--- src/rtl/strap_cfg_pkg.sv ---
package strap_cfg_pkg;
  localparam int N_STRAP    = 7;
  localparam int N_FS       = 3;
  localparam int N_PM       = 4;
  localparam int SW_W       = 8;
  // strap bit positions
  localparam int ST_FS0     = 0;
  localparam int ST_FOLLOW  = 3;
  localparam int ST_MODE    = 4;
  localparam int ST_CPUV    = 5;
  localparam int ST_SIO     = 6;
  // software byte positions
  localparam int SW_FOLLOW  = 2;
  localparam int SW_SRC     = 3;
  localparam int SW_FS0     = 4;
endpackage

--- src/rtl/strap_rst_sync.sv ---
module strap_rst_sync #(
  parameter int STAGES = 2
) (
  input  logic clk,
  input  logic por_n,
  output logic rst_sync_n
);
  logic [STAGES-1:0] sync_q;
  logic [STAGES-1:0] sync_d;

  always_comb begin
    sync_d = {sync_q[STAGES-2:0], 1'b1};
  end

  always_ff @(posedge clk or negedge por_n) begin
    if (!por_n) sync_q <= '0;
    else        sync_q <= sync_d;
  end

  assign rst_sync_n = sync_q[STAGES-1];
endmodule

--- src/rtl/strap_sampler.sv ---
module strap_sampler
  import strap_cfg_pkg::*;
(
  input  logic               clk,
  input  logic               por_n,
  input  logic               cap_en,
  input  logic [N_STRAP-1:0] pad_drv,
  input  logic [N_STRAP-1:0] pad_lvl,
  output logic [N_STRAP-1:0] strap_q
);
  logic [N_STRAP-1:0] pad_res;
  logic [N_STRAP-1:0] strap_d;

  // pull-up resolution per pad
  for (genvar i = 0; i < N_STRAP; i++) begin : g_pad
    assign pad_res[i] = pad_drv[i] ? pad_lvl[i] : 1'b1;
  end

  always_comb begin
    strap_d = strap_q;
    if (cap_en) strap_d = pad_res;
  end

  // capture registers carry no reset: they are loaded during reset
  always_ff @(posedge clk) begin
    strap_q <= strap_d;
  end

  AST_STRAP_HOLD: assert property (@(posedge clk) disable iff (!por_n)
    !cap_en |=> $stable(strap_q)) else $error("strap changed after capture");
endmodule

--- src/rtl/strap_oe_ctl.sv ---
module strap_oe_ctl
  import strap_cfg_pkg::*;
(
  input  logic               clk,
  input  logic               por_n,
  input  logic               rst_sync_n,
  input  logic               mode_desk,
  output logic [N_STRAP-1:0] pad_oe,
  output logic [N_PM-1:0]    pm_oe
);
  logic oe_q;
  logic oe_d;

  always_comb begin
    oe_d = rst_sync_n;
  end

  always_ff @(posedge clk or negedge por_n) begin
    if (!por_n) oe_q <= 1'b0;
    else        oe_q <= oe_d;
  end

  for (genvar i = 0; i < N_STRAP; i++) begin : g_pad_oe
    assign pad_oe[i] = oe_q;
  end
  for (genvar j = 0; j < N_PM; j++) begin : g_pm_oe
    assign pm_oe[j] = oe_q & ~mode_desk;
  end

  AST_DESK_PM_IN: assert property (@(posedge clk) disable iff (!por_n)
    mode_desk |-> pm_oe == '0) else $error("pm pin driven in desktop mode");
  AST_OE_IN_RESET: assert property (@(posedge clk)
    !por_n |-> pad_oe == '0) else $error("pad driven during reset");
endmodule

--- src/rtl/strap_freq_sel.sv ---
module strap_freq_sel
  import strap_cfg_pkg::*;
(
  input  logic            clk,
  input  logic            por_n,
  input  logic            run,
  input  logic [N_FS-1:0] strap_fs,
  input  logic            strap_follow,
  input  logic            sw_src,
  input  logic [N_FS-1:0] sw_fs,
  input  logic            sw_follow,
  output logic [N_FS-1:0] fs_code,
  output logic            sdram_follow
);
  logic [N_FS-1:0] fs_d;
  logic            follow_d;

  always_comb begin
    fs_d     = fs_code;
    follow_d = sdram_follow;
    if (run) begin
      fs_d     = sw_src ? sw_fs     : strap_fs;
      follow_d = sw_src ? sw_follow : strap_follow;
    end
  end

  always_ff @(posedge clk or negedge por_n) begin
    if (!por_n) begin
      fs_code      <= '0;
      sdram_follow <= 1'b0;
    end else begin
      fs_code      <= fs_d;
      sdram_follow <= follow_d;
    end
  end

  AST_SW_SOURCE: assert property (@(posedge clk) disable iff (!run)
    sw_src |=> fs_code == $past(sw_fs)) else $error("sw code not taken");
  AST_STRAP_SOURCE: assert property (@(posedge clk) disable iff (!run)
    !sw_src |=> sdram_follow == $past(strap_follow)) else $error("strap follow not taken");
  AST_CODE_RESET: assert property (@(posedge clk)
    !por_n |-> (fs_code == '0 && !sdram_follow)) else $error("code not cleared");
endmodule

--- src/rtl/strap_cfg_top.sv ---
module strap_cfg_top
  import strap_cfg_pkg::*;
#(
  parameter int SYNC_STAGES = 2
) (
  input  logic               clk,
  input  logic               por_n,
  input  logic [N_STRAP-1:0] pad_drv,
  input  logic [N_STRAP-1:0] pad_lvl,
  input  logic [SW_W-1:0]    swcfg,
  output logic [N_STRAP-1:0] strap_q,
  output logic [N_STRAP-1:0] pad_oe,
  output logic [N_PM-1:0]    pm_oe,
  output logic [N_FS-1:0]    fs_code,
  output logic               sdram_follow,
  output logic               sio_24m,
  output logic               cpu_2v5
);
  logic rst_sync_n;
  logic cap_en;
  logic unused_sw_bits;

  assign cap_en         = ~rst_sync_n;
  assign unused_sw_bits = ^{swcfg[SW_W-1], swcfg[1:0]};

  strap_rst_sync #(.STAGES(SYNC_STAGES)) u_sync (
    .clk        (clk),
    .por_n      (por_n),
    .rst_sync_n (rst_sync_n)
  );

  strap_sampler u_samp (
    .clk     (clk),
    .por_n   (por_n),
    .cap_en  (cap_en),
    .pad_drv (pad_drv),
    .pad_lvl (pad_lvl),
    .strap_q (strap_q)
  );

  strap_oe_ctl u_oe (
    .clk        (clk),
    .por_n      (por_n),
    .rst_sync_n (rst_sync_n),
    .mode_desk  (strap_q[ST_MODE]),
    .pad_oe     (pad_oe),
    .pm_oe      (pm_oe)
  );

  strap_freq_sel u_fsel (
    .clk          (clk),
    .por_n        (por_n),
    .run          (rst_sync_n),
    .strap_fs     (strap_q[ST_FS0 +: N_FS]),
    .strap_follow (strap_q[ST_FOLLOW]),
    .sw_src       (swcfg[SW_SRC]),
    .sw_fs        (swcfg[SW_FS0 +: N_FS]),
    .sw_follow    (swcfg[SW_FOLLOW]),
    .fs_code      (fs_code),
    .sdram_follow (sdram_follow)
  );

  assign sio_24m = strap_q[ST_SIO];
  assign cpu_2v5 = strap_q[ST_CPUV];

  AST_NO_DRIVE_WHILE_SAMPLING: assert property (@(posedge clk) disable iff (!por_n)
    cap_en |-> pad_oe == '0) else $error("pad driven while sampled");
endmodule

--- config.mk ---
export PLATFORM = sky130hd
export DESIGN_NAME = strap_cfg_top
export DESIGN_NICKNAME = d
export VERILOG_FILES = /design/src/rtl/strap_cfg_pkg.sv /design/src/rtl/strap_rst_sync.sv /design/src/rtl/strap_sampler.sv /design/src/rtl/strap_oe_ctl.sv /design/src/rtl/strap_freq_sel.sv /design/src/rtl/strap_cfg_top.sv
export SDC_FILE = /design/constraint.sdc
export NUM_CORES = 1
export LEC_CHECK = 0
export BUFFER_PORTS_ARGS = -buffer_cell sky130_fd_sc_hd__clkbuf_2
export CAP_MARGIN = 25
export CORE_AREA = 2 2 43 45
export CTS_BUF_LIST = sky130_fd_sc_hd__clkbuf_16
export DETAILED_ROUTE_END_ITERATION = 8
export DIE_AREA = 0 0 45 47
export GPL_TIMING_DRIVEN = 0
export PLACE_DENSITY = 0.82
export SETUP_SLACK_MARGIN = 0.4
export SYNTH_ARGS = -nofsm -noshare
export SYNTH_HDL_FRONTEND = slang
export SYNTH_HIERARCHICAL = 1
export SYNTH_SLANG_ARGS = --single-unit
--- constraint.sdc ---
create_clock -name clk -period 2.1 [get_ports clk]
set_input_delay 0.105 -clock clk [delete_from_list [all_inputs] [get_ports clk]]
set_output_delay 0.105 -clock clk [all_outputs]
set_load 0.03 [all_outputs]
==> flow_summary.yaml <==
status:
  run_status: "finished clean"
cts:
  post-cts-setup-buffers: 0
  clkLatencyLatePin_ns: 0.24
  cts.clk_slew.worst_paths_ns: 0.04
  clkSinkCount: 14
  cts_tree: "done"
  clockRootBuffer: "clkbuf_16"
  ctsLongestPathBuffers: 2
  h-tree-depth: 1
  cts_inserted_buffers: 3
grt:
  grt_usage_pct: 11.44
  antenna_found_initial: 0
  grt_pass1_wl_um: 1662
  grt_pass1_vias: 454
  grt-ovfl-total: 0
  grt_max_degree: 9
yosys:
  syn_inst: 50
  synth_seq_cells: 14
  synth_area_um2: 624.3
  yosysSeqAreaShare_pct: 61.72
  synth-async-reset-ratio_pct: 50.00
  synth_fp_nets: 74
  synthFlopType: "edfxtp_1"
  synth.avg_cell_area_um2: 12.49
  yosys_warnings: 6
  yosys-top-cells-area: "edfxtp_1, dfrtp_1, buf_4"
  synth_top_area_share_pct: 33.67
  synth_area_leader_cell: "edfxtp_1"
  yosysUniqueCellTypes: 12
  synth_most_common_cell: "buf_4"
  synth-edff-count: 7
  ys_top_cells_by_count: "buf_4, dfrtp_1, edfxtp_1, nand2b_1"
setup_path:
  worst-path-stages: 3
  cp_top_family: "flip-flops"
  cp_slowest_cell: "dfrtp_1"
  r2r-end: "u_samp/strap_q[3]"
  endpoint_kind: "output port"
  r2r-start: "u_sync/sync_q[1]"
  cp.arrival_ns: 1.21
  cp_cell_sequence: "nor2b_4 -> buf_4 -> clkbuf_2"
  critPathLaunchType: "flop"
  cp-startpoint: "u_oe/oe_q"
  cp.required_ns: 2.00
  r2r_slack_ns: 1.17
  max_stage_delay_ns: 0.46
  critPathBufInv: 2
  endpoint: "pm_oe[3]"
  crit_type: "reg -> out"
  rr_worst_depth: 1
  cp_max_fo: 8
pwr:
  p_int_mw: 0.6113
  clkPwrFrac_pct: 43.9
  ir_drop_v: 0.0005033
  p_seq_share_pct: 39.6
  swShare_pct: 23.69
  power_leakage_nw: 0.4916
  share_comb_of_total_power_pct: 16.5
  power_density_nw_per_um2: 843.6
  power.switching_mw: 0.1898
layout:
  diodes: 0
  area_delta_synth_final_pct: 52.10
  fin_cells: 115
  finalNetCount: 123
  final_util_pct: 57.50
  drive_above_1_share_pct: 61.22
  final_area_um2: 949.7
route:
  totalWireLength_um: 1110
  dr.pass1.iters: 3
  via_per_inst: 4.104
  drcViolationCount: 0
  initialDrtViolationCount: 2
  vias: 472
  ant_nets: 0
  routedWlPerCell_um: 9.652
placed_design:
  place_congestion: 0.6406
  place_area_um2: 860.8
  portBuffers: 43
  dp_hpwl_um: 954.7
  place_ws_ns: 1.028
  place_inst: 110
floorplanning:
  pin_count: 48
  die_y_um: 47
  design.core.area_um2: 1652
  row_count: 15
  initial_utilization_pct: 37.80
  die_w_um: 45
  die_area_um2: 2115
sta:
  setup-tns-final_ns: 0
  rsz0062_at_grt: "no"
  hold_viol_final: 0
  fin_worst_skew_ns: 0.001326
  fmax_ghz: 0.7632
  min_period_ns: 1.310
  post-route-period-util_pct: 62.39
  layout_setup_ws_ns: 0.7897
  setup_viol: 0
  drv_slew: 0
run:
  cap_violations: 0
min_path:
  min_path_type: "in -> reg"
through the flow:
stage          power [mW]  hold slack [ns]
2_1_floorplan      0.4079          -0.1906
3_3_place_gp       0.4517         -0.05737
3_5_place_dp       0.4544         -0.05358
4_1_cts            0.8095          0.09867
5_1_grt            0.8326           0.1073
6_report           0.8012          0.09981
state kept, by name, indices dropped and copies added (netlist names):
signal               cells
u_fsel/fs_code           3
u_sync/sync_q            2
u_fsel/sdram_follow      1
u_samp/strap_q           7
u_oe/oe_q                1
cells by family (layout without fill, tap and decap cells):
kind of cell / count (synthesis) / after routing / share of synthesized area (%)
compound gates: 4 / 4 / 3.207
flops: 14 / 14 / 61.72
buf+inv: 15 / 63 / 16.43
simple gates: 12 / 12 / 11.62
other cells: 1 / 1 / 0.6006
mux: 4 / 4 / 6.413
repair_timing:
item / CTS / global route
hold buffers: 1 / 0
hold endpoints to repair: 7 / 0
setup endpoints to repair: 0 / 0
gates resized for setup: 0 / 0
final cells by class:
class	instances	area, um^2
well taps	17	21.27
multi-input cells	21	136.4
inverters	1	3.754
repair buffers	44	225.2
fillers	143	701.9
flip-flops and latches	14	385.4
plain buffers	14	98.84
clock inverters	1	3.754
clock buffers	3	75.07
layer usage:
| layer | track usage, % | vias up | share of wire, % |
|---|---|---|---|
| li1 | - | 245 | - |
| met1 | 9.951 | 191 | 36 |
| met2 | 22.00 | 34 | 50 |
| met3 | 4.231 | 2 | 13 |
| met4 | 7.059 | 0 | 0.36 |
| met5 | 0 | - | 0 |
cell usage in the layout, fill, tap and decap left out, drive strengths merged:
master	synthesis	final
nor2	4	4
clkinv	0	1
dlygate4sd3	0	1
buf	13	13
mux2i	4	4
clkbuf	1	47
inv	1	1
dfrtp	7	7
a21oi	4	4
conb	1	1
nand2b	7	7
edfxtp	7	7
nor2b	1	1
worst min-delay path by stage:
stage          depth (start not counted)  startpoint                end
2_1_floorplan                          0       por_n  u_fsel/fs_code[0]
3_3_place_gp                           1       por_n  u_fsel/fs_code[0]
3_5_place_dp                           1       por_n          u_oe/oe_q
4_1_cts                                2  pad_drv[5]  u_samp/strap_q[5]
5_1_grt                                2  pad_drv[3]  u_samp/strap_q[3]
6_report                               2  pad_drv[5]  u_samp/strap_q[5]
power groups by stage:
stage          clock [mW]  sequential (mW)  combinational (mW)
3_5_place_dp            0            0.322               0.132
5_1_grt             0.371            0.319               0.142
4_1_cts             0.358            0.318               0.134
2_1_floorplan           0            0.347              0.0608
6_report            0.352            0.317               0.132
3_3_place_gp            0            0.321               0.131
No activity file was read; power rests on OpenSTA's default activity.
